**src/rtl/cfg_i2c_slave.sv**
```systemverilog
module cfg_i2c_slave #(
  parameter logic [6:0] DEV_ADDR = 7'h28,
  parameter int NREGS = 16,
  localparam int AW = (NREGS > 1) ? $clog2(NREGS) : 1
) (
  input  logic          clk,
  input  logic          rst_n,
  input  logic          scl_i,
  input  logic          sda_i,
  output logic          sda_oe,
  input  logic          addr_strap,
  output logic          reg_we,
  output logic [AW-1:0] reg_addr,
  output logic [7:0]    reg_wdata,
  input  logic [7:0]    reg_rdata
);

  typedef enum logic [3:0] {
    S_IDLE, S_ADDR, S_AACK, S_SUB, S_SACK, S_WDAT, S_WACK, S_RDAT, S_RACK
  } st_t;

  localparam logic [AW-1:0] LAST = AW'(NREGS - 1);

  st_t           state;
  logic [2:0]    scl_q, sda_q;
  logic [3:0]    bitcnt;
  logic [7:0]    shreg;
  logic [AW-1:0] ptr;
  logic          over, rw;

  wire scl_s = scl_q[1];
  wire scl_d = scl_q[2];
  wire sda_s = sda_q[1];
  wire sda_d = sda_q[2];

  wire scl_rise  = scl_s & ~scl_d;
  wire scl_fall  = ~scl_s & scl_d;
  wire start_det = scl_s & scl_d & sda_d & ~sda_s;
  wire stop_det  = scl_s & scl_d & ~sda_d & sda_s;
  wire byte_done = scl_fall && (bitcnt == 4'd8);
  wire rx_state  = (state == S_ADDR) || (state == S_SUB) || (state == S_WDAT);

  wire [6:0] my_addr  = {DEV_ADDR[6:2], addr_strap, DEV_ADDR[0]};
  wire       addr_hit = (shreg[7:1] == my_addr);
  wire       sub_ok   = !shreg[7] && ({1'b0, shreg[6:0]} < 8'(NREGS));

  assign reg_we    = (state == S_WDAT) && byte_done && !over;
  assign reg_addr  = ptr;
  assign reg_wdata = shreg;

  always_ff @(posedge clk or negedge rst_n) begin
    if (!rst_n) begin
      scl_q  <= 3'b111;
      sda_q  <= 3'b111;
      state  <= S_IDLE;
      bitcnt <= '0;
      shreg  <= '0;
      ptr    <= '0;
      over   <= 1'b0;
      rw     <= 1'b0;
      sda_oe <= 1'b0;
    end else begin
      scl_q <= {scl_q[1:0], scl_i};
      sda_q <= {sda_q[1:0], sda_i};
      if (stop_det) begin
        state  <= S_IDLE;
        sda_oe <= 1'b0;
      end else if (start_det) begin
        state  <= S_ADDR;
        bitcnt <= '0;
        sda_oe <= 1'b0;
      end else begin
        if (rx_state && scl_rise && bitcnt != 4'd8) begin
          shreg  <= {shreg[6:0], sda_s};
          bitcnt <= bitcnt + 4'd1;
        end
        case (state)
          S_ADDR: if (byte_done) begin
            if (addr_hit) begin
              rw     <= shreg[0];
              sda_oe <= 1'b1;
              state  <= S_AACK;
            end else begin
              state  <= S_IDLE;
            end
          end
          S_SUB: if (byte_done) begin
            if (sub_ok) begin
              ptr    <= shreg[AW-1:0];
              over   <= 1'b0;
              sda_oe <= 1'b1;
              state  <= S_SACK;
            end else begin
              state  <= S_IDLE;
            end
          end
          S_WDAT: if (byte_done) begin
            if (!over) begin
              if (ptr == LAST) over <= 1'b1;
              else             ptr  <= ptr + 1'b1;
              sda_oe <= 1'b1;
              state  <= S_WACK;
            end else begin
              state  <= S_IDLE;
            end
          end
          S_AACK: if (scl_fall) begin
            bitcnt <= '0;
            if (rw) begin
              shreg  <= reg_rdata;
              sda_oe <= ~reg_rdata[7];
              state  <= S_RDAT;
            end else begin
              sda_oe <= 1'b0;
              state  <= S_SUB;
            end
          end
          S_SACK, S_WACK: if (scl_fall) begin
            bitcnt <= '0;
            sda_oe <= 1'b0;
            state  <= S_WDAT;
          end
          S_RDAT: if (scl_fall) begin
            if (bitcnt == 4'd7) begin
              sda_oe <= 1'b0;
              if (ptr == LAST) over <= 1'b1;
              else             ptr  <= ptr + 1'b1;
              state  <= S_RACK;
            end else begin
              shreg  <= {shreg[6:0], 1'b0};
              sda_oe <= ~shreg[6];
              bitcnt <= bitcnt + 4'd1;
            end
          end
          S_RACK: begin
            if (scl_rise && sda_s) begin
              state <= S_IDLE;
            end else if (scl_fall) begin
              bitcnt <= '0;
              shreg  <= reg_rdata;
              sda_oe <= ~reg_rdata[7];
              state  <= S_RDAT;
            end
          end
          default: ;
        endcase
      end
    end
  end

endmodule


```
**config.mk**
```make
export PLATFORM = sky130hd
export DESIGN_NAME = cfg_i2c_slave
export DESIGN_NICKNAME = d
export VERILOG_FILES = /design/src/rtl/cfg_i2c_slave.sv
export SDC_FILE = /design/constraint.sdc
export NUM_CORES = 1
export LEC_CHECK = 0
export BUFFER_PORTS_ARGS = -buffer_cell sky130_fd_sc_hd__buf_2
export CORE_UTILIZATION = 50
export DETAILED_ROUTE_END_ITERATION = 16
export PLACE_DENSITY = 0.8
export SETUP_SLACK_MARGIN = 0.1
export SLEW_MARGIN = 20
export SYNTH_ARGS = -nofsm -noshare
export SYNTH_HDL_FRONTEND = slang
export SYNTH_SLANG_ARGS = --single-unit
```
**constraint.sdc**
```tcl
create_clock -name clk -period 3.7 [get_ports clk]
set_clock_uncertainty 0.2 [all_clocks]
set_input_delay 0.555 -clock clk [delete_from_list [all_inputs] [get_ports clk]]
set_output_delay 0.555 -clock clk [all_outputs]
set_load 0.1 [all_outputs]
```
==> results.md <==
- After clock tree synthesis, the clock-pin slew on the worst setup and hold paths is 0.06 ns.
- Of all nets on the critical path, the largest fanout is 7.
- The switching share of total power is 31.5%.
- The total power density per cell area is 388 nW/µm².
- The share of synthesized area occupied by flip-flops and latches is 37.0%.
- The worst-case IR drop observed on VDD is 0.000241 V.
- The average wire per standard cell is 16.6 µm.
- The synthesized area per cell is 9.34 µm².
- In the final layout, the multi-input gates occupy 1190 µm².
- The final number of hold-violating endpoints is 0.
- Setup repair after global routing left no endpoint under its margin.
- In this run the clock root is driven by a sky130_fd_sc_hd__clkbuf_8.
- For the worst setup path, the data required time is 2.94 ns.
- Hold is met by 0.0839 ns.
- The most common library cell in the layout ignoring fill and taps is sky130_fd_sc_hd__buf_2.
- The final RePlAce weighted congestion is 0.913.
- The arrival time of data at the critical path endpoint is 2.19 ns.
- After clock tree synthesis, the flow added hold-fix buffers numbering 0.
- Setup violations remaining at the end of the flow were counted as 0.
- The critical path goes through nor2b_1 > nand3b_1 > nor3_2 > buf_2.
- The CTS sink count is 29.
- The slowest library cell on the worst path is sky130_fd_sc_hd__dfstp_2.
- The number of global-route vias before repair was 1712.
- The run finished with clean final reports.
- The internal power of the cells totals 596 µW.
- The share of total power dissipated in the clock network is 39.2%.
- At the pin with the least slew margin, the transition time is 0.718 ns.
- The starting density of the core is 52.9%.
- STA classifies the critical path endpoint as an output pin.
- The synthesized design contains 0 enable-type register cells.
- The combinational group share of total power is 18.6%.
- In this run, the number of DRC markers left after iteration 0 of detailed routing was 211.
- Leaving out filler cells and counting taps, the final layout contains 285.
- After detailed routing, the number of remaining DRC violations is 0.
- The worst-case headroom to the max-slew limit is 51.7%.
- The count of final max-slew check failures is 0.
- The post-cts repair resize count is 0.
- The overall die width is 64.9 µm.
- The global-route usage over all layers is 24.5%.
- The post-route netlist has 22.8% of its cells at a drive strength greater than 1.
- The flop-to-flop setup slack is 1.21 ns.
- Derived from the worst setup path, the maximum achievable clock frequency is 340 MHz.
- The filler cells instantiated in the layout total 339.
- STA classifies the critical path startpoint as a flip-flop.
- The die covers 4220 µm².
- In this run the post-CTS setup repair buffer count came out at 0.
- The number of inserted diodes is 0.
- The commonest register cell after synthesis is sky130_fd_sc_hd__dfrtp_1.
- Summed over all nets, the switching power comes to 274 µW.
- Of the available clock period, the critical path in the final layout requires 79.5%.
- The minimum clock period is 2.94 ns.
- Across the whole layout, storage elements account for 733 µm².
- The min-delay analysis places its worst path in the category primary input to async pin.
- The synthesized cell area is 1980 µm².
- The largest delay contributor family on the critical path is simple AND/OR/NAND/NOR gates.
- For this run, the number of Yosys warnings is 0.
- The synthesized design contains 29 register bits.
- The net count reported at finish is 252.
- The worst setup path is of the flip-flop to output pin kind.
- Relative to the synthesized area, the layout overhead comes to 13.1%.
- The sum of negative setup slack is 0 ns.
- The post-detailed-placement half-perimeter wirelength is 3220 µm.
- The detailed-route vias per instance is 6.48.
- The H-tree generated during clock tree synthesis spans 2 levels.
- Counting along the longest clock path gives a buffer depth of 2.
- The remaining number of nets flagged by the antenna check after routing is 0.
- For this run the aggregate overflow at the end of global routing stands at 0.
- The leakage power is 0.00103 µW.
- The total clock buffers created by CTS is 5.
- The initial antenna violation count is 0.
- The number of buffers added on ports is 26.
- The number of buffer and inverter stages on the critical path is 1.
- The pin count of the biggest net entering global routing is 30.
- The CTS tree is built.
- The routed layout has 1846 vias.
- For this run, asynchronously set or reset flops after synthesis account for 100%.
- In this run the core area contains 22 standard-cell rows.
- For the worst-skew pair, the clock arrives at the later sink with an insertion delay of 0.29 ns.
- The number of top-level pins is 27.
- The total iterations of the first detailed-routing run is 5.
- The wire length of the first global-routing pass is 7830 µm.
- After technology mapping, the gate count stands at 212.
- Once placement completed, the tool counted placed cells totaling 277.
- The largest single stage delay on the critical path is 0.57 ns.
- The number of nets in the synthesized netlist is 228.
- The floorplan step defined a core boundary enclosing 3740 µm².
- Max-cap violations in this run came to 0.
- The die height is 64.9 µm.
- The routed design has 4740 µm of wire.
- The distinct cell type count after synthesis is 64.
- The share of power burned in registers is 42.2%.
- The top cell types in the final layout, fill and taps aside, are sky130_fd_sc_hd__buf_2, sky130_fd_sc_hd__dfrtp_1, sky130_fd_sc_hd__nand2_1, sky130_fd_sc_hd__nand3_1, sky130_fd_sc_hd__a21oi_1.
-- Yosys cell counts, types with 5 or more instances --
cell,n,area share (%)
sky130_fd_sc_hd__a21o_1,7,2.7
sky130_fd_sc_hd__a21oi_1,11,2.8
sky130_fd_sc_hd__a22o_1,8,3.5
sky130_fd_sc_hd__buf_2,8,2.0
sky130_fd_sc_hd__dfrtp_1,23,29
sky130_fd_sc_hd__dfstp_2,6,8.0
sky130_fd_sc_hd__nand2_1,17,3.2
sky130_fd_sc_hd__nand3_1,12,3.0
sky130_fd_sc_hd__nand3b_1,5,1.9
sky130_fd_sc_hd__nor2_1,9,1.7
sky130_fd_sc_hd__nor3_1,8,2.0
sky130_fd_sc_hd__o21ai_0,9,2.3
-- layer usage --
layer / global-route usage (%) / wire (µm) / vias to the layer above
met4: 11.4 / 91 / 0
met3: 5.81 / 404 / 15
met2: 36.2 / 2160 / 91
met5: 0 / 0 / -
met1: 33.6 / 2090 / 873
li1: - / - / 867
-- final timing paths --
path                                      start               endpoint  cells after the start
min in group clk             scl_q[0]$_DFF_PN1_     scl_q[1]$_DFF_PN1_                      0
hold reg to reg              scl_q[0]$_DFF_PN1_     scl_q[1]$_DFF_PN1_                      0
setup / recovery             scl_q[2]$_DFF_PN1_                 reg_we                      4
max in group asynchronous                 rst_n  bitcnt[1]$_DFFE_PN0N_                      1
setup reg to reg           state[1]$_DFFE_PN0P_   state[0]$_DFFE_PN0P_                      5
hold / removal                            rst_n   state[1]$_DFFE_PN0P_                      1
-- through the flow --
step	utilization [%]	area [µm²]	worst slack, ns	power (µW)
after detailed placement	56.8	2120	1.13	533
final	59.9	2240	0.758	870
after CTS	59.9	2240	0.787	873
after floorplan	-	1990	0.661	491
after global placement	56.8	2120	1.15	532
after global routing	59.9	2240	0.678	900
-- power groups by stage --
stage / Clock, µW / Sequential, µW / Combinational, µW
floorplan: 0 / 438 / 53.6
global placement: 0 / 371 / 161
detailed placement: 0 / 372 / 161
CTS: 345 / 366 / 162
global route: 357 / 371 / 173
finish: 341 / 367 / 162
-- worst register-to-register path, cell delays in order (launching register included) --
cell and delay (ns):
sky130_fd_sc_hd__dfrtp_1 0.77, sky130_fd_sc_hd__or2b_1 0.33, sky130_fd_sc_hd__a211oi_1 0.35, sky130_fd_sc_hd__a211oi_2 0.12
sky130_fd_sc_hd__o21ai_2 0.26, sky130_fd_sc_hd__mux2_1 0.34
-- cell type report --
type,instances,share of cell area (%)
Inverter,4,0.670
Sequential cell,29,32.7
Clock inverter,1,1.34
Multi-Input combinational cell,170,52.9
Tap cell,48,2.68
Timing Repair Buffer,26,5.81
Clock buffer,7,3.85
-- registers in the layout, indices dropped and copies added (netlist names) --
| register | flops |
|---|---|
| bitcnt | 4 |
| over | 1 |
| reg_addr | 4 |
| reg_wdata | 8 |
| rw | 1 |
| scl_q | 3 |
| sda_oe | 1 |
| sda_q | 3 |
| state | 4 |
-- cells by family (layout without fill, tap and decap cells) --
family | Yosys count | in the layout | synth area share (%)
compound gates | 77 | 77 | 29.1
xor+xnor | 3 | 3 | 1.33
fa+ha+maj | 3 | 3 | 1.90
buf+inv | 13 | 38 | 3.35
flops | 29 | 29 | 37.0
mux | 6 | 6 | 3.47
simple gates | 81 | 81 | 23.8
Power figures use the tool's default switching activity.
